$ cat src/rtl/brk_status_pkg.sv
package brk_status_pkg;

  localparam int EXC_PRIO_W = 3;
  typedef logic [EXC_PRIO_W-1:0] exc_prio_t;

  // Decide whether one data channel's comparator hit is allowed to count.
  function automatic logic data_hit_ok(
    input logic      hit,
    input logic      valcmp,
    input logic      data_ok,
    input logic      is_store,
    input exc_prio_t prio,
    input exc_prio_t limit
  );
    return hit && (prio <= limit) && (!valcmp || is_store || data_ok);
  endfunction

endpackage

$ cat src/rtl/brk_sticky_bank.sv
module brk_sticky_bank #(
  parameter int W = 4
) (
  input  logic         clk_i,
  input  logic         rst_ni,
  input  logic [W-1:0] set_i,
  input  logic [W-1:0] clr_i,
  output logic [W-1:0] q_o
);

  always_ff @(posedge clk_i or negedge rst_ni) begin
    if (!rst_ni) q_o <= '0;
    else         q_o <= (q_o & ~clr_i) | set_i;
  end

  // a set bit only falls when software asked for it
  p_sticky_r3: assert property (@(posedge clk_i) disable iff (!rst_ni)
    1'b1 |=> ((~q_o & $past(q_o) & ~$past(clr_i)) == '0));

  // set request beats a same-cycle clear
  p_set_wins_r3: assert property (@(posedge clk_i) disable iff (!rst_ni)
    1'b1 |=> ((~q_o & $past(set_i)) == '0));

endmodule

$ cat src/rtl/brk_req_ctrl.sv
module brk_req_ctrl #(
  parameter int NI = 4,
  parameter int ND = 2,
  parameter int CW = 2
) (
  input  logic          clk_i,
  input  logic          rst_ni,
  input  logic [NI-1:0] ib_cand_i,
  input  logic [ND-1:0] db_cand_i,
  input  logic          db_imprecise_i,
  input  logic          dbg_ret_i,
  output logic          req_o,
  output logic          req_imp_o,
  output logic          req_data_o,
  output logic [CW-1:0] req_chan_o,
  output logic          mode_o
);

  function automatic logic [CW-1:0] first_ib(input logic [NI-1:0] v);
    logic [CW-1:0] idx;
    idx = '0;
    for (int i = NI - 1; i >= 0; i--) if (v[i]) idx = CW'(i);
    return idx;
  endfunction

  function automatic logic [CW-1:0] first_db(input logic [ND-1:0] v);
    logic [CW-1:0] idx;
    idx = '0;
    for (int i = ND - 1; i >= 0; i--) if (v[i]) idx = CW'(i);
    return idx;
  endfunction

  logic any_ib_w, any_db_w, blocked_w, fire_w;
  assign any_ib_w  = |ib_cand_i;
  assign any_db_w  = |db_cand_i;
  assign blocked_w = mode_o | req_o;
  assign fire_w    = !blocked_w && (any_ib_w || any_db_w);

  always_ff @(posedge clk_i or negedge rst_ni) begin
    if (!rst_ni) begin
      req_o      <= 1'b0;
      req_imp_o  <= 1'b0;
      req_data_o <= 1'b0;
      req_chan_o <= '0;
      mode_o     <= 1'b0;
    end else begin
      req_o <= fire_w;
      if (fire_w) begin
        req_data_o <= !any_ib_w;
        req_imp_o  <= !any_ib_w && db_imprecise_i;
        req_chan_o <= any_ib_w ? first_ib(ib_cand_i) : first_db(db_cand_i);
      end
      if (req_o)          mode_o <= 1'b1;
      else if (dbg_ret_i) mode_o <= 1'b0;
    end
  end

  // the request lasts one cycle and is followed by debug mode
  p_pulse_r8: assert property (@(posedge clk_i) disable iff (!rst_ni)
    req_o |=> (!req_o && mode_o));

  // nothing is requested while already in debug mode
  p_quiet_r9: assert property (@(posedge clk_i) disable iff (!rst_ni)
    mode_o |=> !req_o);

  // instruction candidates take the request over data ones
  p_instr_first_r10: assert property (@(posedge clk_i) disable iff (!rst_ni)
    (any_ib_w && !blocked_w) |=> (req_o && !req_data_o && !req_imp_o));

endmodule

$ cat src/rtl/brk_status_unit.sv
module brk_status_unit
  import brk_status_pkg::*;
#(
  parameter int NUM_IBRK  = 4,
  parameter int NUM_DBRK  = 2,
  parameter int DBRK_PRIO = 3,
  localparam int SW_W     = (NUM_IBRK > NUM_DBRK + 2) ? NUM_IBRK : NUM_DBRK + 2,
  localparam int MAX_CH   = (NUM_IBRK > NUM_DBRK) ? NUM_IBRK : NUM_DBRK,
  localparam int CHAN_W   = $clog2(MAX_CH < 2 ? 2 : MAX_CH)
) (
  input  logic                  clk_i,
  input  logic                  rst_ni,
  input  logic [NUM_IBRK-1:0]   ib_match_i,
  input  logic [NUM_IBRK-1:0]   ib_trig_en_i,
  input  logic                  ib_retire_i,
  input  logic                  ib_exc_i,
  input  logic                  db_done_i,
  input  logic [NUM_DBRK-1:0]   db_match_i,
  input  logic [NUM_DBRK-1:0]   db_trig_en_i,
  input  logic [NUM_DBRK-1:0]   db_valcmp_i,
  input  logic                  db_store_i,
  input  logic                  db_imprecise_i,
  input  logic                  db_data_ok_i,
  input  logic [EXC_PRIO_W-1:0] db_exc_prio_i,
  input  logic                  dbg_ret_i,
  input  logic                  sw_wr_i,
  input  logic                  sw_sel_i,
  input  logic [SW_W-1:0]       sw_wdata_i,
  output logic [NUM_IBRK-1:0]   ib_status_o,
  output logic [NUM_DBRK-1:0]   db_status_o,
  output logic                  imp_load_o,
  output logic                  imp_store_o,
  output logic                  dbg_req_o,
  output logic                  dbg_req_imp_o,
  output logic                  dbg_req_data_o,
  output logic [CHAN_W-1:0]     dbg_req_chan_o,
  output logic                  dbg_mode_o
);

  localparam exc_prio_t PRIO_LIMIT = exc_prio_t'(DBRK_PRIO);
  localparam int        DW         = NUM_DBRK + 2;

  // Qualified matches (named events for the checks)
  logic [NUM_IBRK-1:0] ib_qual_w, ib_cand_w, ib_clr_w;
  logic [NUM_DBRK-1:0] db_qual_w, db_cand_w;
  logic [DW-1:0]       db_set_w, db_clr_w, db_q_w;
  logic                imp_load_set_w, imp_store_set_w, ib_commit_w;

  assign ib_commit_w = ib_retire_i | ib_exc_i;
  assign ib_qual_w   = ib_match_i & {NUM_IBRK{ib_commit_w}};
  assign ib_cand_w   = ib_qual_w & ~ib_trig_en_i;

  for (genvar g = 0; g < NUM_DBRK; g++) begin : g_dchan
    assign db_qual_w[g] = db_done_i &&
      data_hit_ok(db_match_i[g], db_valcmp_i[g], db_data_ok_i, db_store_i,
                  db_exc_prio_i, PRIO_LIMIT);
  end
  assign db_cand_w = db_qual_w & ~db_trig_en_i;

  assign imp_load_set_w  = db_imprecise_i && !db_store_i && (|db_qual_w);
  assign imp_store_set_w = db_imprecise_i &&  db_store_i && (|db_qual_w);

  // Software write-one-to-clear decode
  assign ib_clr_w = (sw_wr_i && !sw_sel_i) ? sw_wdata_i[NUM_IBRK-1:0] : '0;
  assign db_clr_w = (sw_wr_i &&  sw_sel_i) ? sw_wdata_i[DW-1:0]       : '0;
  assign db_set_w = {imp_store_set_w, imp_load_set_w, db_qual_w};

  brk_sticky_bank #(.W(NUM_IBRK)) u_ib_bank (
    .clk_i  (clk_i),
    .rst_ni (rst_ni),
    .set_i  (ib_qual_w),
    .clr_i  (ib_clr_w),
    .q_o    (ib_status_o)
  );

  brk_sticky_bank #(.W(DW)) u_db_bank (
    .clk_i  (clk_i),
    .rst_ni (rst_ni),
    .set_i  (db_set_w),
    .clr_i  (db_clr_w),
    .q_o    (db_q_w)
  );

  assign db_status_o = db_q_w[NUM_DBRK-1:0];
  assign imp_load_o  = db_q_w[NUM_DBRK];
  assign imp_store_o = db_q_w[NUM_DBRK+1];

  brk_req_ctrl #(.NI(NUM_IBRK), .ND(NUM_DBRK), .CW(CHAN_W)) u_req (
    .clk_i          (clk_i),
    .rst_ni         (rst_ni),
    .ib_cand_i      (ib_cand_w),
    .db_cand_i      (db_cand_w),
    .db_imprecise_i (db_imprecise_i),
    .dbg_ret_i      (dbg_ret_i),
    .req_o          (dbg_req_o),
    .req_imp_o      (dbg_req_imp_o),
    .req_data_o     (dbg_req_data_o),
    .req_chan_o     (dbg_req_chan_o),
    .mode_o         (dbg_mode_o)
  );

  // with no non-trigger candidate there is no request next cycle
  p_trig_quiet_r1: assert property (@(posedge clk_i) disable iff (!rst_ni)
    (!(|ib_cand_w) && !(|db_cand_w)) |=> !dbg_req_o);

  // every qualified instruction match is visible one cycle later
  p_status_set_r2: assert property (@(posedge clk_i) disable iff (!rst_ni)
    1'b1 |=> ((ib_status_o & $past(ib_qual_w)) == $past(ib_qual_w)));

  // no instruction status bit rises without retire or exception
  p_instr_commit_r4: assert property (@(posedge clk_i) disable iff (!rst_ni)
    !ib_commit_w |=> ((ib_status_o & ~$past(ib_status_o)) == '0));

  // a higher-priority exception keeps data status bits from rising
  p_prio_block_r5: assert property (@(posedge clk_i) disable iff (!rst_ni)
    (db_exc_prio_i > PRIO_LIMIT) |=> ((db_status_o & ~$past(db_status_o)) == '0));

  // a precise completion never raises an imprecise flag
  p_imp_flag_r7: assert property (@(posedge clk_i) disable iff (!rst_ni)
    !db_imprecise_i |=> (!$rose(imp_load_o) && !$rose(imp_store_o)));

endmodule

$ cat config.mk
export PLATFORM = sky130hd
export DESIGN_NAME = brk_status_unit
export DESIGN_NICKNAME = d
export VERILOG_FILES = /design/src/rtl/brk_status_pkg.sv /design/src/rtl/brk_sticky_bank.sv /design/src/rtl/brk_req_ctrl.sv /design/src/rtl/brk_status_unit.sv
export SDC_FILE = /design/constraint.sdc
export NUM_CORES = 1
export LEC_CHECK = 0
export BUFFER_PORTS_ARGS = -buffer_cell sky130_fd_sc_hd__buf_2
export CORE_MARGIN = 3
export CORE_UTILIZATION = 38
export CTS_CLUSTER_DIAMETER = 40
export DETAILED_ROUTE_END_ITERATION = 16
export GPL_ROUTABILITY_DRIVEN = 0
export PLACE_DENSITY = 0.72
export SYNTH_ARGS = -nofsm -noshare
export SYNTH_HDL_FRONTEND = slang
export SYNTH_SLANG_ARGS = --single-unit
$ cat constraint.sdc
create_clock -name clk_i -period 3.8 [get_ports clk_i]
set_clock_uncertainty 0.1 [all_clocks]
set_input_delay 0.38 -clock clk_i [delete_from_list [all_inputs] [get_ports clk_i]]
set_output_delay 0.38 -clock clk_i [all_outputs]
set_load 0.005 [all_outputs]
-- Word-level counts from Yosys, hierarchy flattened
Cells that the tools add are included.
- $lt $le $gt $ge: 1
- mux-type cells: 11
- bitwise gates (word level): 13
- reductions and logical operators: 29
- operator list (kind ; number):
    bitwise AND 4 bit ; 4
    logical AND 1 bit ; 14
    NOT 4 bit ; 3
    two-way mux 2 bit ; 5
    two-way mux 4 bit ; 2
    bitwise OR 4 bit ; 2
    zero test 1 bit ; 6
    logical OR 1 bit ; 5
    two-way mux 1 bit ; 4
    OR reduction 2 bit ; 2
    OR reduction 4 bit ; 1
    <= comparator 3 x 2 -> 1 bit (second input constant) ; 1
    bitwise AND 2 bit ; 1
    NOT 2 bit ; 1
    bitwise OR 1 bit ; 2
    nonzero test 2 bit ; 1
- register bits: 14
- input port bits: 32
- output and inout port bits: 14
- word-level logic and storage cells: 61

-- Depth between registers and ports, before layout
- word-level depth: 9
- mapped depth: 4
- depth with buffers taken out: 4

-- Cells and area by module
A second synthesis with hierarchy kept.
- cells, all modules: 82
- area total of the unflattened synthesis: 787.0 um^2
- modules (own cells, without submodules) (module ; instances ; cells each ; area an instance (um^2) ; seq. area each (um^2)):
    brk_sticky_bank ; 2 ; 12 ; 145.1 ; 100.1
    brk_req_ctrl ; 1 ; 27 ; 277.8 ; 150.1
    brk_status_unit ; 1 ; 31 ; 219.0 ; 0.0

-- Worst setup path after synthesis
OpenSTA, ideal clock, no wires.
- kind: input-to-reg
- start: input port ib_match_i[1]
- end: register u_req.req_chan_o[0]
- library setup time: 0.133 ns
- data arrival time: 1.326 ns
- data required time: 3.567 ns
- path slack: 2.241 ns
- stages: 4
- path buffers: 0
- cells stage by stage: nor2b_1 > or4_4 > a41oi_1 > a22oi_2
- longest elaborated chain between the ends: 5
- elaborated cells between the ends (all ways): 8
- those cells by class: mux: 3; bitwise: 2; reduce/logical: 3
- RTL lines (item ; RTL line ; source):
    start: declaration ; brk_status_unit.sv:13 ; input logic [NUM_IBRK-1:0] ib_match_i,
    bitwise AND 4 bit (*) ; brk_status_unit.sv:50 ; assign ib_qual_w = ib_match_i & {NUM_IBRK{ib_commit_w}};
    bitwise AND 4 bit (*) ; brk_status_unit.sv:51 ; assign ib_cand_w = ib_qual_w & ~ib_trig_en_i;
    two-way mux 2 bit / OR reduction 4 bit (equally long branches) ; brk_req_ctrl.sv:22, brk_req_ctrl.sv:34 ;
    two-way mux 2 bit / logical OR 1 bit (equally long branches) ; brk_req_ctrl.sv:22, brk_req_ctrl.sv:37 ;
    two-way mux 2 bit / logical AND 1 bit (equally long branches) ; brk_req_ctrl.sv:51, brk_req_ctrl.sv:37 ;
    end signal: assignment ; brk_req_ctrl.sv:51 ; req_chan_o <= any_ib_w ? first_ib(ib_cand_i) : first_db(db_cand_i);
    end: declaration ; brk_req_ctrl.sv:15 ; output logic [CW-1:0] req_chan_o,
Mark *: on every way between the ends. The rest lies on a longest branch, timed or not.
A chain may end at the register's enable or synchronous reset.

-- Final worst setup path
- start: register u_req.req_o
- end: register u_req.req_imp_o
- longest elaborated chain between the ends: 3
- RTL lines (item ; RTL line ; source):
    start: declaration ; brk_req_ctrl.sv:12 ; output logic req_o,
    start signal: assignment ; brk_req_ctrl.sv:47 ; req_o <= fire_w;
    bitwise OR 1 bit ; brk_req_ctrl.sv:36 ; assign blocked_w = mode_o | req_o;
    zero test 1 bit ; brk_req_ctrl.sv:37 ; assign fire_w = !blocked_w && (any_ib_w || any_db_w);
    logical AND 1 bit ; brk_req_ctrl.sv:37 ;
    end signal: assignment ; brk_req_ctrl.sv:50 ; req_imp_o <= !any_ib_w && db_imprecise_i;
    end: declaration ; brk_req_ctrl.sv:13 ; output logic req_imp_o,
Every way passes these cells.

==> run metrics <==
Antenna Cells=0; status=finished, final reports clean; Setup crit end kind=flop; critical path type=flop to flop; HP Class=input port to flop; Gate Count Post-Synth=74; pins over their slew limit=0; Syn Std Cell Area=767 um2; Port Buffer Count=43; Post-route DRC=0; Worst Path Buf+Inv=0; Chip Height=50.9 um; Sw Ratio=31.9%; Final Core Density=around 58%; Critical Path Source Type=flop; met2 wire length=about 840 um; crit-path max cell delay=480 ps; setup violators final=0; Layout Nets=~150; fmax=631 MHz; CORE AREA=1820 um2; GRT Util Overall=15.0%; worst r2r path cells=3; asr flop ratio synth=100%; final WL=between 1500 and 2000 um; first-pass GRT wire length=2950 um; CTS Root Cell=clkbuf_4; Netlist cell types=28; Rel. slew slack=between 60% and 70%; cell family with most CP delay=simple AND/OR/NAND/NOR gates; Initial Utilization=42.1%; post_cts resized=0; placed inst area=1010 um2; TritonCTS Buffers=3; Final Cell Area=1050 um2; PwrDens=456 nW/um2; Syn Nets=106; highest routed layer=met4; via count of the first global-routing pass=704; Least-Margin Pin Slew=around 510 ps; DRT iter0 DRCs=19; CP arrival=1660 ps; Psw=0.153 mW; Design Power=0.481 mW; Post-Route Setup TNS=0 ps; CTS tree=built; HP Start=ib_match_i[0]; CP Max Fanout=6; reg2reg setup slack=2220 ps; initial antenna violation count=0; CP max stage cell=nor3_1; worst hold path endpoint=u_ib_bank.q_o[0]; Max clock buf depth=2; post-route ant nets=0; Hold Slack=between 200 and 300 ps; vias per inst=4.92; YS warnings=0; grt total ovfl=0; CTS H-tree lvls=1; critical path data required time=3870 ps; layout cell share with drive strength beyond 1=between 40% and 50%; clock power share=22.3%; RSZ-0062 raised after global routing=no; non-filler cells, final=146; Seq pwr share=44.9%; min cycle time layout=about 1600 ps; Avg Cell Area, Syn=roughly 10 um2; DP Worst Slack=2050 ps; Leakage=0.558 nW; filler instances=166; die width=between 50 and 60 um; Post-synth EDFFs=0; Synth Flop Type=dfrtp_1; Cell Rows=15; pin count of the biggest net entering global routing=15; wl on met1=approximately 890 um; share of the yosys chip area belonging to registers=approximately 46%; clk slew on worst S/H paths=90 ps; DRT Pass-1 Iters=4; Max-Cap Viols=0; Worst Hold Depth=2; worst r2r src=u_req.req_o; routed wl met3=159 um; internal power=0.328 mW; hpwl dp=1530 um; die area=2590 um2; Hold Vio Cnt, Final=0; clk sinks=14; worst reg2reg endpoint=u_req.req_imp_o; maximum vdd drop=0.306 mV; Via Count=between 700 and 800; area of the multi-input gates=385 um2; Final WS setup=between 2000 and 2500 ps; Final Cycle Share=41.7%; Logic pwr share=32.8%; Worst-Skew Late Latency=280 ps; Post-Place Cells=between 100 and 150; Routed wire per std cell=13.0 um; synthesis-stage register bit count=14; register area=350 um2; Layout area overhead=37.5%; cell chain of the critical path=nor3_1 -> a21boi_1 -> mux2_1; io pins=46
[routing by layer]
metal,up-vias,GRT usage (%)
met3,2,3.79
met4,0,4.04
met2,31,24.5
met1,323,19.6
met5,-,0
li1,363,-
[timing repair]
item / CTS / global route
endpoints found under the hold margin: 14 / 0
hold buffers: 1 / 0
buffers inserted: 0 / 0
[worst max-delay path by stage]
| stage | from | endpoint | slack (ps) | cells after the start |
|---|---|---|---|---|
| 3_3_place_gp | db_data_ok_i | u_req.req_imp_o | 2050 | 4 |
| 2_1_floorplan | ib_match_i[1] | u_req.req_chan_o[0] | 2240 | 4 |
| 6_report | u_req.req_o | u_req.req_imp_o | 2220 | 3 |
| 4_1_cts | u_req.req_o | u_req.req_imp_o | 2200 | 3 |
| 3_5_place_dp | db_data_ok_i | u_req.req_imp_o | 2050 | 4 |
| 5_1_grt | u_req.req_o | u_req.req_imp_o | 2130 | 3 |
[cells in the mapped netlist, types with 2 or more instances]
library cell / n / share of area (%)
a21boi_1: 3 / 2.9
nor3_1: 3 / 2.0
a21o_1: 3 / 2.9
a22o_1: 4 / 4.6
inv_1: 7 / 3.4
a22oi_2: 2 / 3.3
dfrtp_1: 14 / 46
nor2b_1: 2 / 1.6
nor2b_4: 3 / 5.4
nand3_1: 4 / 2.6
nor2_1: 2 / 0.98
o21a_1: 2 / 2.0
o21ai_0: 3 / 2.0
nand2_1: 8 / 3.9
[power groups by stage]
stage                     combinational, mW  clock (mW)  sequential (mW)
after floorplan                      0.0813           0            0.218
after global placement                0.155           0            0.217
after detailed placement              0.157           0            0.218
after CTS                             0.161       0.109            0.216
after global routing                  0.176       0.117            0.221
final                                 0.158       0.107            0.216
[logic make-up (layout without fill, tap and decap cells)]
| kind of cell | count (synthesis) | count (layout) | share of synthesized area [%] |
|---|---|---|---|
| compound gates | 25 | 25 | 28.1 |
| buf+inv | 8 | 55 | 4.08 |
| flops | 14 | 14 | 45.7 |
| mux | 1 | 1 | 1.47 |
| simple gates | 26 | 26 | 20.7 |
[placed cells by master, fill, tap and decap left out, drive strengths merged]
cell type     n
nor3          3
a41oi         1
nand2b        1
o21ai         4
a211oi        1
a22o          5
nor2          2
o21a          2
a221oi        1
inv           7
dlygate4sd3   1
nand3         4
a21o          4
nand2         8
buf          43
mux2          1
a22oi         2
a21boi        3
or2           1
clkbuf        4
o311a         2
nor2b         6
dfrtp        14
or4           1
[sequential cells by signal, indices dropped and copies added (netlist names)]
signal	flops
u_req.req_imp_o	1
u_req.mode_o	1
u_ib_bank.q_o	4
u_req.req_data_o	1
u_req.req_o	1
u_db_bank.q_o	4
u_req.req_chan_o	2
[layout make-up]
| class | instances | area share, % |
|---|---|---|
| timing repair buffer | 44 | 21.4 |
| sequential | 14 | 33.2 |
| clock buffer | 4 | 3.44 |
| inverter | 7 | 2.49 |
| multi-input combinational | 52 | 36.5 |
| tap | 25 | 2.97 |
(Power assumes the default switching activity.)
